## src/rtl/trig_cls_pkg.sv

```systemverilog
package trig_cls_pkg;

   localparam int FIELD_W = 3;

   typedef enum logic [FIELD_W-1:0] {
      FLD_MASK      = 3'd0,
      FLD_PFSEL     = 3'd1,
      FLD_BUSYSEL   = 3'd2,
      FLD_CLASS_CLU = 3'd3,
      FLD_DET_CLU   = 3'd4
   } cfg_field_e;

   function automatic int unsigned max2(int unsigned a, int unsigned b);
      return (a > b) ? a : b;
   endfunction

endpackage

```

## src/rtl/trig_cfg_store.sv

```systemverilog
module trig_cfg_store
   import trig_cls_pkg::*;
#(
   parameter int N_IN   = 24,
   parameter int N_CLS  = 50,
   parameter int N_DET  = 24,
   parameter int N_CLU  = 6,
   parameter int N_PF   = 4,
   parameter int CFG_DW = 24,
   parameter int IDXW   = 6,
   parameter int CIDW   = 3,
   parameter int ADDR_W = IDXW + FIELD_W
) (
   input  logic                            clk,
   input  logic                            rst_n,
   input  logic                            hold,
   input  logic                            we,
   input  logic [ADDR_W-1:0]               addr,
   input  logic [CFG_DW-1:0]               wdata,
   output logic [N_CLS-1:0][N_IN-1:0]      cls_mask,
   output logic [N_CLS-1:0][N_PF-1:0]      cls_pfsel,
   output logic [N_CLS-1:0][N_CLU-1:0]     cls_bsel,
   output logic [N_CLS-1:0][CIDW-1:0]      cls_cid,
   output logic [N_DET-1:0][CIDW-1:0]      det_cid
);

   logic [FIELD_W-1:0] fld;
   logic [IDXW-1:0]    idx;
   logic               commit;

   assign fld    = addr[ADDR_W-1 -: FIELD_W];
   assign idx    = addr[IDXW-1:0];
   // writes that arrive during an evaluation are dropped
   assign commit = we & ~hold;

   for (genvar c = 0; c < N_CLS; c++) begin : g_cls
      logic hit;
      assign hit = commit && (idx == IDXW'(c));

      always_ff @(posedge clk or negedge rst_n) begin
         if (!rst_n) begin
            cls_mask[c]  <= '0;
            cls_pfsel[c] <= '0;
            cls_bsel[c]  <= '0;
            cls_cid[c]   <= '0;
         end else if (hit) begin
            if (fld == FLD_MASK)      cls_mask[c]  <= wdata[N_IN-1:0];
            if (fld == FLD_PFSEL)     cls_pfsel[c] <= wdata[N_PF-1:0];
            if (fld == FLD_BUSYSEL)   cls_bsel[c]  <= wdata[N_CLU-1:0];
            if (fld == FLD_CLASS_CLU) cls_cid[c]   <= wdata[CIDW-1:0];
         end
      end
   end

   for (genvar d = 0; d < N_DET; d++) begin : g_det
      logic hit;
      assign hit = commit && (idx == IDXW'(d)) && (fld == FLD_DET_CLU);

      always_ff @(posedge clk or negedge rst_n) begin
         if (!rst_n)   det_cid[d] <= '0;
         else if (hit) det_cid[d] <= wdata[CIDW-1:0];
      end
   end

endmodule

```

## src/rtl/trig_class_eval.sv

```systemverilog
module trig_class_eval #(
   parameter int N_IN  = 24,
   parameter int N_CLS = 50,
   parameter int N_CLU = 6,
   parameter int N_PF  = 4,
   parameter int CIDW  = 3
) (
   input  logic [N_IN-1:0]                 trig_in,
   input  logic [N_PF-1:0]                 pf_ok,
   input  logic [N_CLU-1:0]                clu_busy,
   input  logic [N_CLS-1:0][N_IN-1:0]      cls_mask,
   input  logic [N_CLS-1:0][N_PF-1:0]      cls_pfsel,
   input  logic [N_CLS-1:0][N_CLU-1:0]     cls_bsel,
   input  logic [N_CLS-1:0][CIDW-1:0]      cls_cid,
   output logic [N_CLS-1:0]                fire
);

   localparam logic [CIDW-1:0] CID_MAX = CIDW'(N_CLU);

   for (genvar c = 0; c < N_CLS; c++) begin : g_cls
      logic mask_live, inputs_met, pf_met, vetoed, cid_valid;

      assign mask_live  = |cls_mask[c];
      assign inputs_met = &(trig_in | ~cls_mask[c]);
      assign pf_met     = &(pf_ok | ~cls_pfsel[c]);
      assign vetoed     = |(clu_busy & cls_bsel[c]);
      assign cid_valid  = (cls_cid[c] != '0) && (cls_cid[c] <= CID_MAX);
      assign fire[c]    = mask_live & inputs_met & pf_met & ~vetoed & cid_valid;
   end

endmodule

```

## src/rtl/trig_cluster_route.sv

```systemverilog
module trig_cluster_route #(
   parameter int N_CLS = 50,
   parameter int N_DET = 24,
   parameter int N_CLU = 6,
   parameter int CIDW  = 3
) (
   input  logic [N_DET-1:0]                det_busy,
   input  logic [N_DET-1:0][CIDW-1:0]      det_cid,
   input  logic [N_CLS-1:0]                fire,
   input  logic [N_CLS-1:0][CIDW-1:0]      cls_cid,
   output logic [N_CLU-1:0]                clu_busy,
   output logic [N_CLU-1:0]                clu_fire,
   output logic [N_DET-1:0]                det_fire
);

   // cluster k is addressed by id k+1; id 0 and ids past N_CLU match nothing
   for (genvar k = 0; k < N_CLU; k++) begin : g_clu
      localparam logic [CIDW-1:0] MY_ID = CIDW'(k + 1);
      logic [N_DET-1:0] member;
      logic [N_CLS-1:0] owned;

      for (genvar d = 0; d < N_DET; d++) begin : g_mem
         assign member[d] = (det_cid[d] == MY_ID);
      end
      for (genvar c = 0; c < N_CLS; c++) begin : g_own
         assign owned[c] = (cls_cid[c] == MY_ID);
      end

      assign clu_busy[k] = |(member & det_busy);
      assign clu_fire[k] = |(owned & fire);
   end

   for (genvar d = 0; d < N_DET; d++) begin : g_fan
      always_comb begin
         det_fire[d] = 1'b0;
         for (int k = 0; k < N_CLU; k++) begin
            if (det_cid[d] == CIDW'(k + 1)) det_fire[d] = clu_fire[k];
         end
      end
   end

endmodule

```

## src/rtl/trig_class_matrix.sv

```systemverilog
module trig_class_matrix
   import trig_cls_pkg::*;
#(
   parameter int N_IN   = 24,
   parameter int N_CLS  = 50,
   parameter int N_DET  = 24,
   parameter int N_CLU  = 6,
   parameter int N_PF   = 4,
   parameter int CFG_DW = 24,
   localparam int IDXW   = $clog2(max2(N_CLS, N_DET)),
   localparam int CIDW   = $clog2(N_CLU + 1),
   localparam int ADDR_W = IDXW + FIELD_W
) (
   input  logic              clk,
   input  logic              rst_n,
   input  logic              eval,
   input  logic [N_IN-1:0]   trig_in,
   input  logic [N_PF-1:0]   pf_ok,
   input  logic [N_DET-1:0]  det_busy,
   input  logic              cfg_we,
   input  logic [ADDR_W-1:0] cfg_addr,
   input  logic [CFG_DW-1:0] cfg_wdata,
   output logic [N_CLS-1:0]  class_trig,
   output logic [N_CLU-1:0]  clu_trig,
   output logic [N_DET-1:0]  det_trig
);

   if (CFG_DW < N_IN || CFG_DW < N_PF || CFG_DW < N_CLU || CFG_DW < CIDW) begin : g_bad_dw
      $error("trig_class_matrix: CFG_DW narrower than a configuration field");
   end
   if (N_CLU < 1 || N_CLS < 1 || N_DET < 1 || N_IN < 1 || N_PF < 1) begin : g_bad_cnt
      $error("trig_class_matrix: every count must be at least one");
   end

   logic [N_CLS-1:0][N_IN-1:0]  cls_mask;
   logic [N_CLS-1:0][N_PF-1:0]  cls_pfsel;
   logic [N_CLS-1:0][N_CLU-1:0] cls_bsel;
   logic [N_CLS-1:0][CIDW-1:0]  cls_cid;
   logic [N_DET-1:0][CIDW-1:0]  det_cid;

   logic [N_CLU-1:0] clu_busy;
   logic [N_CLS-1:0] fire;
   logic [N_CLU-1:0] clu_fire;
   logic [N_DET-1:0] det_fire;

   trig_cfg_store #(
      .N_IN(N_IN), .N_CLS(N_CLS), .N_DET(N_DET), .N_CLU(N_CLU), .N_PF(N_PF),
      .CFG_DW(CFG_DW), .IDXW(IDXW), .CIDW(CIDW), .ADDR_W(ADDR_W)
   ) u_cfg (
      .clk(clk), .rst_n(rst_n), .hold(eval), .we(cfg_we), .addr(cfg_addr),
      .wdata(cfg_wdata), .cls_mask(cls_mask), .cls_pfsel(cls_pfsel),
      .cls_bsel(cls_bsel), .cls_cid(cls_cid), .det_cid(det_cid)
   );

   trig_class_eval #(
      .N_IN(N_IN), .N_CLS(N_CLS), .N_CLU(N_CLU), .N_PF(N_PF), .CIDW(CIDW)
   ) u_eval (
      .trig_in(trig_in), .pf_ok(pf_ok), .clu_busy(clu_busy),
      .cls_mask(cls_mask), .cls_pfsel(cls_pfsel), .cls_bsel(cls_bsel),
      .cls_cid(cls_cid), .fire(fire)
   );

   trig_cluster_route #(
      .N_CLS(N_CLS), .N_DET(N_DET), .N_CLU(N_CLU), .CIDW(CIDW)
   ) u_route (
      .det_busy(det_busy), .det_cid(det_cid), .fire(fire), .cls_cid(cls_cid),
      .clu_busy(clu_busy), .clu_fire(clu_fire), .det_fire(det_fire)
   );

   always_ff @(posedge clk or negedge rst_n) begin
      if (!rst_n) begin
         class_trig <= '0;
         clu_trig   <= '0;
         det_trig   <= '0;
      end else if (eval) begin
         class_trig <= fire;
         clu_trig   <= clu_fire;
         det_trig   <= det_fire;
      end else begin
         class_trig <= '0;
         clu_trig   <= '0;
         det_trig   <= '0;
      end
   end

endmodule

```

## config.mk

```make
export PLATFORM = sky130hd
export DESIGN_NAME = trig_class_matrix
export DESIGN_NICKNAME = d
export VERILOG_FILES = /design/src/rtl/trig_cls_pkg.sv /design/src/rtl/trig_cfg_store.sv /design/src/rtl/trig_class_eval.sv /design/src/rtl/trig_cluster_route.sv /design/src/rtl/trig_class_matrix.sv
export SDC_FILE = /design/constraint.sdc
export NUM_CORES = 2
export LEC_CHECK = 0
export BUFFER_PORTS_ARGS = -buffer_cell sky130_fd_sc_hd__buf_2
export CAP_MARGIN = 10
export CORE_MARGIN = 4
export CORE_UTILIZATION = 45
export DETAILED_ROUTE_END_ITERATION = 8
export SYNTH_ARGS = -nofsm -noshare
export SYNTH_HDL_FRONTEND = slang
export SYNTH_HIERARCHICAL = 1
export SYNTH_SLANG_ARGS = --single-unit
```

## constraint.sdc

```tcl
create_clock -name clk -period 10.2 [get_ports clk]
set_input_delay 1.02 -clock clk [delete_from_list [all_inputs] [get_ports clk]]
set_output_delay 1.02 -clock clk [all_outputs]
set_load 0.05 [all_outputs]
```

==> impl_metrics.toml <==
[pwr]
clkPwrFrac_pct = 45.6
power.density_nw_per_um2 = 160.4
p_sw_mw = 4.654
swShare_pct = 26.40
sequentialPowerShare_pct = 46.3
power_frac_comb_pct = 8.0
intPower_mw = 12.97
max-vdd-ir-drop_mv = 0.1461
p_leak_nw = 52.79

[layout]
syn2layout_area_growth_pct = 11.65
fin_cells = 11150
nets = 8181
final_core_util_pct = 50.55
drive_gt1_share_pct = 33.94

[yosys]
synth-seq-cells = 2002
syn_inst = 8111
synth_compound_gate_area_share_pct = 5.906
synth-simple-area-share_pct = 18.35
yosysSeqAreaShare_pct = 50.91
synth-main-ff-cell = "dfrtp_1"
synth_warnings = 6
syn-num-nets = 8200
synth_fa_ha_area_share_pct = 0
avgSynthCellArea_um2 = 12.13
yosysUniqueCellTypes = 70
synth_edf_count = 0
synth_xor_area_share_pct = 0
muxShareOfSynthArea_pct = 21.99
synthArstFlopShare_pct = 100.0
synth_top_family_by_area = "multiplexers"
syn_area_um2 = 98410

[detailed_routing]
final_antenna_net_count = 0
remaining_drc_errors = 0
wl_per_cell_um = 37.26
drtPass1Iterations = 7
drt_iter0_drc = 10200
vias = 76560
vias_per_cell = 6.866
routed_wl_um = 415400

[global_route]
grtUsageMet2_pct = 54.76
use_met3_pct = 8.538
grt_max_degree = 175
met1_usage_pct = 48.01
grt-ovfl-total = 0
grt_first_pass_wirelength_um = 581000
grt.busiest_layer = "met2"
grt_pass1_vias = 75170
grt_use_total_pct = 36.02
antenna_found_initial = 50

[timing]
finalCritPeriodShare_pct = 73.15
fin_tns_setup_ns = 0
max_slew.worst_pin.slew_ns = 1.428
hold_viol_final = 0
finalWorstSetupSlack_ns = 2.738
skew_ns = 0.05311
slew_viol_final = 0
setup_viol = 0
min_period_ns = 7.462
rsz0062_at_grt = "no"
hold_ws_ns = 0.1447
slew_headroom_pct = 4.830
fmax_mhz = 134.0

[clocking]
cts.sinks = 2002
insertion_delay_ns = 0.91
clockBufferDepth = 3
htree_levels = 4
postCtsSetupBuffers = 0
clkTransAtPathRegs_ns = 0.06
hold_buffers = 0
cts_resized = 0
cts-root-buf = "clkbuf_16"
cts_tree = "built"
cts_buffers = 215

[critical_path]
crit_arrival_ns = 8.28
crit_fanout = 35
cp-start-kind = "flip-flop"
cp.required_ns = 11.02
ff2ff_path_depth = 18
end_kind = "flip-flop"
worstSetupPathType = "reg2reg"

[worst_hold_path]
hold_path.class = "in2async"

[floorplanning]
die_h_um = 475.6
die_area_um2 = 226200
rows = 171
core_area_um2 = 217400
dieWidth_um = 475.6
start_util_pct = 45.27
io-pin-count = 169

[placement]
dp_cells = 10730
portBuffers = 168
dpl.hpwl_um = 245800
gp_routability_congestion = 0.9973
pre_cts_ws_ns = 2.507

[run]
drv_cap = 0

[run_status]
status = "finished, final reports clean"
==> power groups by stage <==
stage               sequential, mW  combinational [mW]  clock (mW)
global route                  8.18                1.44        8.41
detailed placement            8.31                1.37           0
global placement              8.30                1.36           0
finish                        8.17                1.42        8.04
floorplan                     8.27               0.519           0
CTS                           8.16                1.37        8.11
==> sequential cells by signal, summed over array words and instances (netlist names) <==
signal,count
u_cfg/cls_cid,150
u_cfg/cls_pfsel,200
u_cfg/det_cid,72
clu_trig,6
u_cfg/cls_bsel,300
class_trig,50
u_cfg/cls_mask,1200
det_trig,24
==> cells by family (layout without fill, tap and decap cells) <==
kind of cell / Yosys count / count (layout)
compound gates: 708 / 708
buf+inv: 666 / 817
flops: 2002 / 2002
mux: 1922 / 1922
other cells: 0 / 34
simple gates: 2813 / 2813
==> layer usage <==
layer | wire (um) | part of all wire, %
met1 | 164400 | 40
met2 | 183100 | 44
met3 | 42860 | 10
met4 | 24970 | 6.0
met5 | 77 | 0.019
==> placed cells by master (no fill, tap or decap), drive strengths merged, types with 8 or more instances in the layout <==
cell	Yosys	routed
clkbuf	383	335
nand4b	148	148
a2111oi	350	350
nor2	119	119
a22oi	149	149
dfrtp	2002	2002
o2111ai	12	12
or2	22	22
a211oi	11	11
o32ai	12	12
or3	8	8
diode	0	34
nor4	398	398
nand4	230	230
nand2b	9	9
nor3b	10	10
nand3b	8	8
o22ai	37	37
buf	208	354
and4	20	20
nor4bb	147	147
o21ai	19	19
nor4b	11	11
a31oi	8	8
bufinv	0	10
nor3	82	82
nor2b	837	837
a21oi	10	10
mux2	1922	1922
and2b	50	50
nand2	112	112
and2	246	246
a41oi	60	60
and3	69	69
clkinv	2	33
inv	73	82
nand3	274	274
==> worst max-delay path: stages, from the launching register on <==
cell       delay, ns
dfrtp_1         0.45
inv_1           0.15
nand2_1         0.14
o32a_1          0.20
o211ai_1        0.12
nor4_1          0.70
nand3_4         0.71
buf_12          0.47
and2_1          0.21
a2111oi_0       0.38
nand4_1         0.18
nor4_2          1.00
nor4bb_1        0.40
nor4_1          0.13
and4_1          0.46
nand4_1         0.83
a21oi_1         0.16
a222oi_1        0.38
and2_2          0.19
==> synth_stat cells, drive strengths merged (11+ instances only) <==
| library cell | number | share of area, % |
|---|---|---|
| a2111oi | 350 | 3.1 |
| a211oi | 11 | 0.084 |
| a22oi | 149 | 1.1 |
| a41oi | 60 | 0.53 |
| and2 | 246 | 1.6 |
| and2b | 50 | 0.38 |
| and3 | 69 | 0.44 |
| and4 | 20 | 0.18 |
| buf | 208 | 1.1 |
| clkbuf | 383 | 1.5 |
| dfrtp | 2002 | 51 |
| inv | 73 | 0.28 |
| mux2 | 1922 | 22 |
| nand2 | 112 | 0.43 |
| nand3 | 274 | 1.5 |
| nand4 | 230 | 1.5 |
| nand4b | 148 | 1.3 |
| nor2 | 119 | 0.45 |
| nor2b | 837 | 5.3 |
| nor3 | 82 | 0.42 |
| nor4 | 398 | 2.6 |
| nor4b | 11 | 0.15 |
| nor4bb | 147 | 1.5 |
| o2111ai | 12 | 0.11 |
| o21ai | 19 | 0.097 |
| o22ai | 37 | 0.24 |
| o32ai | 12 | 0.13 |
| or2 | 22 | 0.14 |
==> stage by stage <==
step                      total power [mW]  instance area [um2]
final                                17.63               109900
after global routing                 18.02               109800
after CTS                            17.64               109800
after detailed placement             9.678               102600
after global placement               9.666               102600
after floorplan                      8.793                98410
==> layout make-up <==
| type | instances | area, um2 |
|---|---|---|
| fill | 19080 | 107500 |
| sequential | 2002 | 50100 |
| multi-input combinational | 5443 | 45960 |
| clock buffer | 334 | 6469 |
| tap | 2854 | 3571 |
| timing repair buffer | 355 | 2659 |
| clock inverter | 53 | 748.2 |
| inverter | 75 | 290.3 |
| antenna | 34 | 85.08 |
==> worst paths after layout <==
check	from	end	slack, ns
min in group clk	u_cfg/cls_pfsel[20]	u_cfg/cls_pfsel[20]	0.50
hold reg to reg	u_cfg/cls_pfsel[20]	u_cfg/cls_pfsel[20]	0.50
hold / removal	rst_n	u_cfg/cls_mask[384]	0.14
setup / recovery	u_cfg/det_cid[63]	det_trig[7]	2.74
max in group asynchronous	rst_n	u_cfg/det_cid[45]	7.42
setup reg to reg	u_cfg/det_cid[63]	det_trig[7]	2.74
No activity file was read; power rests on OpenSTA's default activity.
